**config.mk**
```make
export PLATFORM = sky130hd
export DESIGN_NAME = sync_out_sel
export DESIGN_NICKNAME = d
export VERILOG_FILES = /design/src/rtl/sync_pkg.sv /design/src/rtl/sync_resync.sv /design/src/rtl/sync_freerun.sv /design/src/rtl/sync_pol_detect.sv /design/src/rtl/sync_vext.sv /design/src/rtl/sync_out_sel.sv
export SDC_FILE = /design/constraint.sdc
export NUM_CORES = 1
export LEC_CHECK = 0
export BUFFER_PORTS_ARGS = -buffer_cell sky130_fd_sc_hd__buf_2
export CORE_UTILIZATION = 40
export CTS_CLUSTER_SIZE = 28
export DETAILED_ROUTE_END_ITERATION = 8
export HOLD_SLACK_MARGIN = 0.15
export PLACE_DENSITY = 0.57
export SYNTH_ARGS = -nofsm -noshare
export SYNTH_HDL_FRONTEND = slang
export SYNTH_SLANG_ARGS = --single-unit
```
**constraint.sdc**
```tcl
create_clock -name clk -period 2.3 [get_ports clk]
set_clock_uncertainty 0.1 [all_clocks]
set_input_delay 0.575 -clock clk [delete_from_list [all_inputs] [get_ports clk]]
set_output_delay 0.575 -clock clk [all_outputs]
set_load 0.02 [all_outputs]
```
**src/rtl/sync_pkg.sv**
```systemverilog
package sync_pkg;

   typedef enum logic [1:0] {
      SRC_SEP  = 2'd0,
      SRC_COMP = 2'd1,
      SRC_FREE = 2'd2
   } src_e;

   localparam int IDX_H  = 0;
   localparam int IDX_V  = 1;
   localparam int IDX_CS = 2;
   localparam int N_IN   = 3;

   function automatic src_e pick_src(input logic free_run, input logic comp);
      if (free_run)  return SRC_FREE;
      else if (comp) return SRC_COMP;
      else           return SRC_SEP;
   endfunction

endpackage

```
**src/rtl/sync_resync.sv**
```systemverilog
module sync_resync #(
   parameter int W       = 3,
   parameter int STAGES  = 2
) (
   input  logic         clk,
   input  logic         rst_n,
   input  logic [W-1:0] d_i,
   output logic [W-1:0] q_o
);
   if (STAGES < 1) begin : g_bad_stages
      $error("sync_resync: STAGES must be at least 1");
   end

   logic [W-1:0] stg [STAGES];

   for (genvar s = 0; s < STAGES; s++) begin : g_stage
      always_ff @(posedge clk or negedge rst_n) begin
         if (!rst_n) stg[s] <= '1;
         else if (s == 0) stg[s] <= d_i;
         else stg[s] <= stg[(s == 0) ? 0 : s-1];
      end
   end

   assign q_o = stg[STAGES-1];
endmodule

```
**src/rtl/sync_freerun.sv**
```systemverilog
module sync_freerun #(
   parameter int PERIOD = 32,
   parameter int WIDTH  = 4
) (
   input  logic clk,
   input  logic rst_n,
   output logic pulse_n_o
);
   localparam int CW = (PERIOD > 1) ? $clog2(PERIOD) : 1;

   if (WIDTH < 1 || WIDTH >= PERIOD) begin : g_bad_width
      $error("sync_freerun: WIDTH must be in 1..PERIOD-1");
   end

   logic [CW-1:0] cnt;

   always_ff @(posedge clk or negedge rst_n) begin
      if (!rst_n)                        cnt <= '0;
      else if (cnt == CW'(PERIOD - 1))   cnt <= '0;
      else                               cnt <= cnt + 1'b1;
   end

   assign pulse_n_o = (cnt >= CW'(WIDTH));

   assert_cnt_range_R2: assert property (@(posedge clk) disable iff (!rst_n)
      cnt <= CW'(PERIOD - 1));

   assert_wrap_R2: assert property (@(posedge clk) disable iff (!rst_n)
      (cnt == CW'(PERIOD - 1)) |=> (cnt == '0));
endmodule

```
**src/rtl/sync_pol_detect.sv**
```systemverilog
module sync_pol_detect #(
   parameter int CW = 12
) (
   input  logic clk,
   input  logic rst_n,
   input  logic lvl_i,
   output logic act_high_o
);
   if (CW < 2) begin : g_bad_cw
      $error("sync_pol_detect: CW must be at least 2");
   end

   logic          prev;
   logic [CW-1:0] hi_cnt, lo_cnt;
   logic          rise;

   assign rise = lvl_i & ~prev;

   always_ff @(posedge clk or negedge rst_n) begin
      if (!rst_n) begin
         prev       <= 1'b1;
         hi_cnt     <= '0;
         lo_cnt     <= '0;
         act_high_o <= 1'b0;
      end else begin
         prev <= lvl_i;
         if (rise) begin
            if (hi_cnt < lo_cnt)      act_high_o <= 1'b1;
            else if (lo_cnt < hi_cnt) act_high_o <= 1'b0;
            hi_cnt <= CW'(1);
            lo_cnt <= '0;
         end else if (lvl_i) begin
            if (hi_cnt != '1) hi_cnt <= hi_cnt + 1'b1;
         end else begin
            if (lo_cnt != '1) lo_cnt <= lo_cnt + 1'b1;
         end
      end
   end

   assert_pol_hold_R7: assert property (@(posedge clk) disable iff (!rst_n)
      !rise |=> $stable(act_high_o));
endmodule

```
**src/rtl/sync_vext.sv**
```systemverilog
module sync_vext #(
   parameter int THRESH = 8
) (
   input  logic clk,
   input  logic rst_n,
   input  logic cs_n_i,
   output logic vext_n_o
);
   localparam int CW = $clog2(THRESH + 1);

   if (THRESH < 2) begin : g_bad_thresh
      $error("sync_vext: THRESH must be at least 2");
   end

   logic [CW-1:0] low_cnt;

   always_ff @(posedge clk or negedge rst_n) begin
      if (!rst_n) begin
         low_cnt  <= '0;
         vext_n_o <= 1'b1;
      end else if (cs_n_i) begin
         low_cnt  <= '0;
         vext_n_o <= 1'b1;
      end else begin
         if (low_cnt != CW'(THRESH)) low_cnt <= low_cnt + 1'b1;
         if (low_cnt >= CW'(THRESH - 1)) vext_n_o <= 1'b0;
      end
   end

   assert_vext_needs_low_R5: assert property (@(posedge clk) disable iff (!rst_n)
      $fell(vext_n_o) |-> $past(!cs_n_i));

   assert_vext_release_R6: assert property (@(posedge clk) disable iff (!rst_n)
      (!vext_n_o && cs_n_i) |=> vext_n_o);
endmodule

```
**src/rtl/sync_out_sel.sv**
```systemverilog
module sync_out_sel #(
   parameter int SYNC_STAGES = 2,
   parameter int H_PERIOD    = 32,
   parameter int H_WIDTH     = 4,
   parameter int V_PERIOD    = 256,
   parameter int V_WIDTH     = 16,
   parameter int VEXT_THRESH = 8,
   parameter int POL_CW      = 12
) (
   input  logic clk,
   input  logic rst_n,
   input  logic hsync_i,
   input  logic vsync_i,
   input  logic csync_i,
   input  logic free_run_i,
   input  logic comp_mode_i,
   input  logic h_inv_i,
   input  logic v_inv_i,
   input  logic auto_pol_i,
   input  logic h_en_i,
   input  logic v_en_i,
   output logic hsync_o,
   output logic vsync_o
);
   import sync_pkg::*;

   if (V_PERIOD < H_PERIOD) begin : g_bad_periods
      $error("sync_out_sel: V_PERIOD must not be shorter than H_PERIOD");
   end

   logic [N_IN-1:0] raw, synced, act_high, norm;
   logic            fr_h_n, fr_v_n, vext_n;
   logic            h_src, v_src;
   src_e            src;

   assign raw[IDX_H]  = hsync_i;
   assign raw[IDX_V]  = vsync_i;
   assign raw[IDX_CS] = csync_i;

   sync_resync #(.W(N_IN), .STAGES(SYNC_STAGES)) u_resync (
      .clk(clk), .rst_n(rst_n), .d_i(raw), .q_o(synced));

   for (genvar i = 0; i < N_IN; i++) begin : g_pol
      sync_pol_detect #(.CW(POL_CW)) u_det (
         .clk(clk), .rst_n(rst_n), .lvl_i(synced[i]), .act_high_o(act_high[i]));
      assign norm[i] = auto_pol_i ? (synced[i] ^ act_high[i]) : synced[i];
   end

   sync_freerun #(.PERIOD(H_PERIOD), .WIDTH(H_WIDTH)) u_fr_h (
      .clk(clk), .rst_n(rst_n), .pulse_n_o(fr_h_n));

   sync_freerun #(.PERIOD(V_PERIOD), .WIDTH(V_WIDTH)) u_fr_v (
      .clk(clk), .rst_n(rst_n), .pulse_n_o(fr_v_n));

   sync_vext #(.THRESH(VEXT_THRESH)) u_vext (
      .clk(clk), .rst_n(rst_n), .cs_n_i(norm[IDX_CS]), .vext_n_o(vext_n));

   assign src = pick_src(free_run_i, comp_mode_i);

   always_comb begin
      unique case (src)
         SRC_FREE: begin
            h_src = fr_h_n;
            v_src = fr_v_n;
         end
         SRC_COMP: begin
            h_src = norm[IDX_CS] ^ h_inv_i;
            v_src = vext_n ^ v_inv_i;
         end
         default: begin
            h_src = norm[IDX_H] ^ h_inv_i;
            v_src = norm[IDX_V] ^ v_inv_i;
         end
      endcase
   end

   always_ff @(posedge clk or negedge rst_n) begin
      if (!rst_n) begin
         hsync_o <= 1'b1;
         vsync_o <= 1'b1;
      end else begin
         hsync_o <= h_en_i ? h_src : 1'b1;
         vsync_o <= v_en_i ? v_src : 1'b1;
      end
   end

   assert_h_disabled_high_R1: assert property (@(posedge clk) disable iff (!rst_n)
      !h_en_i |=> hsync_o);

   assert_v_disabled_high_R1: assert property (@(posedge clk) disable iff (!rst_n)
      !v_en_i |=> vsync_o);
endmodule

```
[Yosys cells after proc, flatten, opt, wreduce, memory -nomap -nowiden]
Index checks and enable logic that the tools add are counted.
Cells by class
  add/subtract/negate cells: 9
  $lt $le $gt $ge: 9
  equal/unequal tests: 14
  multiplexer cells: 39
  bitwise operators: 13
  reduce and logical (&&, ||, !) cells: 23
Operator list (number)
  12-bit 2-to-1 mux: 18
  12-bit by 1-bit adder with 12-bit output, second input constant: 6
  12-bit less-than comparator: 6
  12-bit != test, second input constant: 6
  2-bit nonzero test: 14
  2-bit AND reduction: 9
  1-bit 2-to-1 mux: 14
  8-bit by 1-bit adder with 8-bit output, second input constant: 1
  8-bit == test, second input constant: 1
  8-bit by 5-bit >= comparator with 1-bit output, second input constant: 1
  4-bit 2-to-1 mux: 2
  8-bit 2-to-1 mux: 1
  1-bit XOR: 7
  2-bit by 1-bit != test with 1-bit output, second input constant: 3
  5-bit by 1-bit adder with 5-bit output, second input constant: 1
  5-bit == test, second input constant: 1
  5-bit by 3-bit >= comparator with 1-bit output, second input constant: 1
  5-bit 2-to-1 mux: 1
  4-bit by 1-bit adder with 4-bit output, second input constant: 1
  4-bit by 3-bit >= comparator with 1-bit output, second input constant: 1
  4-bit != test, second input constant: 1
  1-bit case mux with 2 select lines: 2
  1-bit bitwise AND: 3
  1-bit NOT: 3
  other kinds (3): 3
Word-level totals
  bits in registers: 104
  input bits: 12
  output and inout port bits: 2
  word-level logic and storage cells: 127

[Depth between registers and ports, before layout]
Gate-level depths: netlist (run 1).
  depth in word-level cells: 5
  gate-level depth with buffers: 6
  mapped depth without buffers: 6

[Modules after synthesis]
Synthesis (run 1) repeated with hierarchy kept, for this count alone.
Unflattened totals
  cells, all modules: 693
  area total of the unflattened synthesis: 6512.5 um^2
Modules (own cells, without submodules)
  sync_pol_detect at g_pol[0].u_det ...: instances 2, cells an instance 195, area each 1741.7 um^2, seq. area each 651.9 um^2
  sync_pol_detect at g_pol[1].u_det: instances 1, cells an instance 192, area each 1771.7 um^2, seq. area each 651.9 um^2
  sync_freerun at u_fr_v: instances 1, cells an instance 34, area each 374.1 um^2, seq. area each 200.2 um^2
  sync_vext: instances 1, cells an instance 24, area each 261.5 um^2, seq. area each 126.4 um^2
  sync_freerun at u_fr_h: instances 1, cells an instance 19, area each 235.2 um^2, seq. area each 125.1 um^2
  sync_out_sel: instances 1, cells an instance 25, area each 206.4 um^2, seq. area each 52.6 um^2
  sync_resync: instances 1, cells an instance 9, area each 180.2 um^2, seq. area each 157.7 um^2

[Least setup slack after synthesis (run 1)]
OpenSTA, ideal clock, no wires.
  path kind: register to register
  start: reg g_pol[2].u_det.prev
  end: reg g_pol[2].u_det.hi_cnt[1]
  library setup time: 0.148 ns
  data arrival time: 1.484 ns
  required time: 2.052 ns
  setup slack: 0.568 ns
  cell stages (with the launch flop): 5
  path buffers: 1
  clock period less this slack: 1.732 ns
  cell sequence: dfstp_2 clkbuf_1 nand4_1 o31ai_1 o21ai_0
Between the ends
  longest elaborated chain between the ends: 4
  elaborated cells between the ends (all ways): 6
  those cells by class: mux: 1; bitwise: 2; reduce/logical: 3
RTL lines
  start: declaration: RTL line sync_pol_detect.sv:13  | logic prev;
  start signal: assignment: RTL line sync_pol_detect.sv:26  | prev <= lvl_i;
  1-bit NOT (*): RTL line sync_pol_detect.sv:17  | assign rise = lvl_i & ~prev;
  1-bit bitwise AND (*): RTL line sync_pol_detect.sv:17
  2-bit nonzero test (no line)
  2-bit AND reduction (no line)
  end signal: assignment: RTL line sync_pol_detect.sv:33  | if (hi_cnt != '1) hi_cnt <= hi_cnt + 1'b1;
  end: declaration: RTL line sync_pol_detect.sv:14  | logic [CW-1:0] hi_cnt, lo_cnt;
Mark *: on every way between the ends. The rest lies on a longest branch, timed or not.
A chain may end at the register's enable or synchronous reset.

[Final worst setup path (run 1)]
  start: reg g_pol[2].u_det.hi_cnt[1]
  end: reg g_pol[2].u_det.hi_cnt[1]
Between the ends
  longest elaborated chain between the ends: 4
  elaborated cells between the ends (all ways): 7
  those cells by class: add/sub: 1; eq/ne: 1; mux: 3; reduce/logical: 2
RTL lines
  12-bit by 1-bit adder with 12-bit output: RTL line sync_pol_detect.sv:33
  12-bit 2-to-1 mux: RTL line sync_pol_detect.sv:33
  12-bit 2-to-1 mux: RTL line sync_pol_detect.sv:32  | end else if (lvl_i) begin
  12-bit 2-to-1 mux: RTL line sync_pol_detect.sv:27  | if (rise) begin
Several ways; a longest one is shown, not always the timed one. The select of a mux whose other input is x is not followed.

==> impl_metrics.yaml, run 1 <==
sta:
  period_minus_slack_ps: 1989
  period_share_pct: 86.49
  clock.fmax_ghz: 0.5027
  rsz0062_at_grt: "false"
  hold_violations: 0
  tns_ps: 0
  fin_hold_ws_ps: 216.4
  relSlewSlack_pct: 56.18
  worst_pin_slew_ps: 652.6
  slew_violations: 0
  setup_violations: 0
finish:
  drive_gt1_share_pct: 10.81
  syn2layout_area_growth_pct: 10.14
  instances_no_fill: 863
  final_nets: 731
  insertedDiodeCount: 0
cts:
  insertion_delay_ps: 360
  numCtsBuffers: 9
  clockBufferDepth: 2
  root_buffer: "clkbuf_16"
  numClockSinks: 104
  clkTransAtPathRegs_ps: 70
  cts_tree: "yes"
  htreeDepth: 3
power_and_ir_drop:
  switching_power_w: 0.001374
  power_density_nw_per_um2: 658.0
  peakVddDrop_mv: 0.4028
  seqPwrFrac_pct: 49.7
  combPwrFrac_pct: 18.1
  sw_frac_of_total_pct: 30.55
  power.share.clock_pct: 32.2
  p_leak_nw: 3.033
  p_int_w: 0.003123
logic_synthesis:
  synth-edff-count: 0
  synthDominantCellAreaShare_pct: 37.10
  yosysSeqAreaShare_pct: 42.19
  syn-num-nets: 707
  synthCells: 646
  ys_warn_count: 0
  yosys-top-cells-area: "dfrtp_1 37%, ha_1 9.9%, dfstp_2 5.1%"
  ys_seq_elements: 104
  synth-async-reset-ratio_pct: 100.0
  yosys.area.top_type: "dfrtp_1"
  synth-main-ff-cell: "dfrtp_1"
  syn_area_per_cell_sq_um: 9.605
  ys_types: 64
  syn_area_sq_um: 6205
die:
  die_x_microns: 126.5
  coreArea_sq_um: 15150
  die_area_sq_um: 16010
  rows: 45
  start_util_pct: 40.97
  die_h_microns: 126.5
  num_io_pins: 14
place:
  gp_congestion: 0.8296
  port_buffers: 13
  placed_cells: 846
  hpwlAfterDp_mm: 9.671
route:
  final_antenna_net_count: 0
  wirelength_mm: 13.10
  vias: 4833
  drt_iter0_drc: 247
  routedWlPerCell_microns: 15.18
  viasPerCell: 5.600
  dr.pass1.iters: 4
  drc_errors: 0
grt:
  grt_start_max_net_pins: 45
  overflow: 0
  grt_pass1_wl_mm: 23.13
  antenna_found_initial: 0
  grt.total_usage_pct: 17.78
  grt_pass1_vias: 4779
run_status:
  status: "finished clean"
critical_path:
  start_kind: "flop"
  critPathMaxFanout: 6
  cp.required_ps: 2400
  crit_path_end_kind: "flop"
  criticalPathCategory: "flop to flop"
  cp.arrival_ps: 2090
hold_path:
  hp-class: "primary input to flop"
job:
  drv_cap: 0
## worst max-delay path, stage by stage (launching register included)
cell	delay [ps]
dfrtp_1	430
ha_1	240
nand4_1	220
o31ai_1	640
o21ai_0	210
## per-stage QoR
step                      util (%)  setup slack, ps  instance area, sq um  power (W)
final                        45.12            310.8                  6834   0.004497
after global routing         45.12            141.4                  6834   0.004770
after CTS                    45.12            271.2                  6834   0.004576
after detailed placement     43.29            183.8                  6556   0.003096
after global placement       43.29            222.2                  6556   0.003052
after floorplan                  -            568.2                  6205   0.002816
## path summary, 6_finish.rpt
path	slack, ps	endpoint	cells past startpoint	startpoint
min in group asynchronous	610	u_fr_v.cnt[7]	2	rst_n
worst min register to register	260	u_resync.q_o[1]	0	u_resync.stg[4]
worst min-delay path	220	u_resync.stg[3]	1	hsync_i
worst max register to register	310	g_pol[2].u_det.hi_cnt[1]	4	g_pol[2].u_det.hi_cnt[1]
worst max-delay path	310	g_pol[2].u_det.hi_cnt[1]	4	g_pol[2].u_det.hi_cnt[1]
max in group asynchronous	830	u_resync.q_o[1]	3	rst_n
## per-layer routing
| layer | vias to the layer above | wire length [microns] | track usage (%) |
|---|---|---|---|
| li1 | 2442 | - | - |
| met1 | 2345 | 6414 | 23.54 |
| met2 | 37 | 6307 | 29.38 |
| met3 | 9 | 246 | 3.501 |
| met4 | 0 | 131 | 5.457 |
| met5 | - | 0 | 0 |
## layout make-up
class	count	area (sq um)
fill	1447	8312
multi-input combinational	478	3333
sequential	104	2618
clock inverter	5	35.03
inverter	52	195.2
clock buffer	11	232.7
tap	188	235.2
timing repair buffer	25	185.2
## power groups by stage
| stage | logic, W | registers (W) | clock network [W] |
|---|---|---|---|
| detailed placement | 0.000826 | 0.00227 | 0 |
| global placement | 0.000792 | 0.00226 | 0 |
| CTS | 0.000831 | 0.00224 | 0.00151 |
| finish | 0.000816 | 0.00224 | 0.00145 |
| global route | 0.000935 | 0.00227 | 0.00157 |
| floorplan | 0.000629 | 0.00219 | 0 |
## registers in the layout, summed over array words and instances (netlist names)
signal	count
g_pol.u_det.lo_cnt	36
vsync_o	1
g_pol.u_det.prev	3
hsync_o	1
u_fr_h.cnt	5
u_fr_v.cnt	8
u_resync.q_o	3
u_resync.stg	3
g_pol.u_det.act_high_o	3
u_vext.vext_n_o	1
u_vext.low_cnt	4
g_pol.u_det.hi_cnt	36
## cell families after synthesis
family | count (synthesis) | synth area share (%)
AOI/OAI and AO/OA | 141 | 16.17
xor gates and xnor gates | 16 | 2.258
adders and majority gates | 49 | 9.881
buffers and inverters | 64 | 4.094
DFF | 104 | 42.19
muxes | 20 | 3.327
and+or+nand+nor | 252 | 22.08
## what timing repair did
item / CTS / global route
gates resized for setup: 0 / 0
setup buffers: 0 / 0
endpoints found under the hold margin: 28 / 0
hold buffers: 1 / 0
## Yosys cell counts, drive strengths merged, types with 10 or more instances
cell / n
dfrtp: 92
nand2: 60
inv: 52
ha: 49
nand3: 40
a21oi: 36
nor2: 33
nand4: 29
o21ai: 27
mux2i: 18
o31ai: 16
and3: 13
nor3: 13
dfstp: 12
xnor2: 11
nand2b: 10
## cell usage in the layout (no fill, tap or decap), types with 4 or more instances in the layout
cell	Yosys	final
dfstp_2	12	12
nor2_1	33	33
a31o_2	5	5
buf_4	0	10
nand3_1	39	39
and3_1	13	13
ha_1	49	49
inv_1	52	52
a31oi_1	6	6
nand2_1	60	60
nand4_1	26	26
a22o_1	6	6
o21ai_0	25	25
o2111ai_1	4	4
mux2i_1	18	18
clkbuf_16	0	9
a21o_1	4	4
a211oi_1	7	7
buf_2	4	12
xor2_1	5	5
nor3_1	13	13
o31ai_1	15	15
and2_1	7	7
nor4_1	8	8
or4_1	5	5
dfrtp_1	92	92
o211ai_1	6	6
nor2b_1	6	6
and4_1	9	9
a21oi_1	36	36
nand2b_1	10	10
or3_1	7	7
xnor2_1	11	11
Power figures use the tool's default switching activity.
==> inputs of run 2 (changes only) <==
--- a/config.mk
+++ b/config.mk
@@ -13,4 +13,5 @@
 export PLACE_DENSITY = 0.57
 export SYNTH_ARGS = -nofsm -noshare
 export SYNTH_HDL_FRONTEND = slang
+export SYNTH_HIERARCHICAL = 1
 export SYNTH_SLANG_ARGS = --single-unit
==> run 2 against run 1 <==
Compared with the run above:
- worst hold slack worse by 91 ps
- sequential power down 3%
- synthesized cell count grew 7.3%
- cell area increased by 4.3%
==> impl_metrics.yaml, run 2 <==
run_status:
  status: "finished clean"
cts:
  clockBufferDepth: 2
  holdBufCountCts: 0
  post_cts_resized: 0
  root_buffer: "clkbuf_16"
  insertion_delay_ps: 360
  post_cts_buffers: 0
  cts_tree: "yes"
  numClockSinks: 104
  htreeDepth: 3
  clkTransAtPathRegs_ps: 70
  numCtsBuffers: 9
finish:
  insertedDiodeCount: 0
  multi_input_area_sq_um: 3568
  final_nets: 765
  syn2layout_area_growth_pct: 9.472
  layout_common_cells: "92 x dfrtp_1, 74 x nand2_1, 51 x a21oi_1, 49 x ha_1, 46 x inv_1"
  regArea_sq_um: 2618
  final_area_sq_um: 7129
  drive_gt1_share_pct: 11.42
  fillCellCount: 1551
  top_regs: "g_pol.u_det/hi_cnt: 36 flops, g_pol.u_det/lo_cnt: 36 flops, u_fr_v/cnt: 8 flops"
  final_common_cell: "dfrtp_1"
sta:
  tns_ps: 0
  period_minus_slack_ps: 2018
  clock.fmax_ghz: 0.4956
  setup_violations: 0
  period_share_pct: 87.72
  worst_pin_slew_ps: 610.3
  slew_violations: 0
  rsz0062_at_grt: "false"
  relSlewSlack_pct: 59.32
  hold_violations: 0
hold_path:
  hp-class: "primary input to asynchronous set/reset pin"
critical_path:
  timing.rr.end: "g_pol[1].u_det/hi_cnt[4]"
  crit_start: "g_pol[1].u_det/hi_cnt[0]"
  cp_cell_sequence: "ha_1, nand4_4, o41ai_4, or2_2, o31ai_1"
  crit_path_end: "g_pol[1].u_det/hi_cnt[4]"
  start_kind: "flop"
  critPathSlowestCell: "o41ai_4"
  crit_path_end_kind: "flop"
  reg2reg_from: "g_pol[1].u_det/hi_cnt[0]"
  rr_worst_depth: 5
  criticalPathCategory: "flop to flop"
  cpPeakStageDelay_ps: 600
  r2r_slack_ps: 280
  cp.arrival_ps: 2150
  critPathMaxFanout: 9
  cp.required_ps: 2430
logic_synthesis:
  yosys-top-cells-area: "dfrtp_1 35%, ha_1 9.4%, dfstp_2 4.8%"
  netlist_top_cells_count: "92 x dfrtp_1, 74 x nand2_1, 51 x a21oi_1, 49 x ha_1, 46 x inv_1"
  syn-num-nets: 754
  synth-edff-count: 0
  yosys.area.top_type: "dfrtp_1"
  synthCells: 693
  synthDominantCellAreaShare_pct: 35.35
  yosysSeqAreaShare_pct: 40.19
  ys_warn_count: 6
  synth-async-reset-ratio_pct: 100.0
  ys_seq_elements: 104
  synth.most_common_cell: "dfrtp_1"
  synth-main-ff-cell: "dfrtp_1"
  syn_area_sq_um: 6512
  ys_types: 74
  syn_area_per_cell_sq_um: 9.398
place:
  port_buffers: 13
  gp_congestion: 0.8613
  dpl_cell_area_sq_um: 6803
  hpwlAfterDp_mm: 10.20
grt:
  grt_pass1_wl_mm: 24.13
  overflow: 0
  grt_start_max_net_pins: 105
  grt_pass1_vias: 5051
  antenna_found_initial: 0
  grt.total_usage_pct: 18.16
route:
  wl_met1_mm: 6.920
  drt_iter0_drc: 440
  viasPerCell: 5.787
  highest_layer: "met4"
  routedWlPerCell_microns: 15.49
  wirelength_mm: 14.33
  wl_met2_mm: 6.597
  vias: 5353
  met3_length_microns: 516
  drc_errors: 0
  final_antenna_net_count: 0
  dr.pass1.iters: 5
job:
  drv_cap: 0
die:
  rows: 46
  die_area_sq_um: 16790
  start_util_pct: 41.00
  num_io_pins: 14
  coreArea_sq_um: 15890
  die_h_microns: 129.6
  die_x_microns: 129.6
power_and_ir_drop:
  power_density_nw_per_um2: 649.4
  peakVddDrop_mv: 0.3785
  p_leak_nw: 3.054
[run 2: logic make-up (layout without fill, tap and decap cells)]
| logic type | Yosys count | count (layout) | synth area share, % |
|---|---|---|---|
| AO/OA/AOI/OAI | 182 | 182 | 19.14 |
| XOR/XNOR | 9 | 9 | 1.210 |
| adder cells (fa/ha/maj) | 49 | 49 | 9.414 |
| buffers and inverters | 73 | 89 | 5.014 |
| flip-flops | 104 | 104 | 40.19 |
| multiplexers | 7 | 7 | 1.153 |
| AND/OR/NAND/NOR | 269 | 269 | 23.88 |
[run 2: power by group]
group / internal (W) / switching, W
clock: 0.000969 / 0.000743
sequential: 0.00198 / 0.000194
combinational: 0.000335 / 0.000409
[run 2: per-layer routing]
layer	vias up	GRT usage [%]
met3	29	2.560
li1	2620	-
met2	126	28.88
met4	0	8.276
met1	2578	24.54
met5	-	0
[run 2: cell type report]
| cell class | instances | share of cell area (%) |
|---|---|---|
| Multi-Input combinational cell | 516 | 50.05 |
| Tap cell | 216 | 3.791 |
| Clock inverter | 7 | 1.422 |
| Clock buffer | 9 | 3.159 |
| Inverter | 49 | 2.580 |
| Sequential cell | 104 | 36.71 |
| Timing Repair Buffer | 24 | 2.282 |
[run 2: worst min path at each step]
stage	end	slack (ps)
final	g_pol[2].u_det/hi_cnt[6]	120
after global routing	u_resync/stg[5]	190
after CTS	g_pol[2].u_det/hi_cnt[8]	200
after detailed placement	u_resync/q_o[2]	250
after global placement	u_resync/q_o[0]	250
after floorplan	g_pol[0].u_det/act_high_o	180
[run 2: critical path, delay by kind of cell, from the launching register on]
family,cells,cell delay (ps)
AOI/OAI and AO/OA,2,670
DFF,1,420
adders and majority gates,1,290
and+or+nand+nor,2,400
[run 2: through the flow]
stage          util [%]  power [W]  setup slack [ps]  cells  hold slack (ps)
3_5_place_dp      42.82   0.002953             317.4    909            247.0
6_report          44.88   0.004630             282.4    925            124.9
5_1_grt           44.88   0.004900             106.2    925            194.5
2_1_floorplan         -   0.002695             552.9    693            179.4
3_3_place_gp      42.82   0.002919             343.1    909            247.4
4_1_cts           44.88   0.004691             292.6    925            197.3
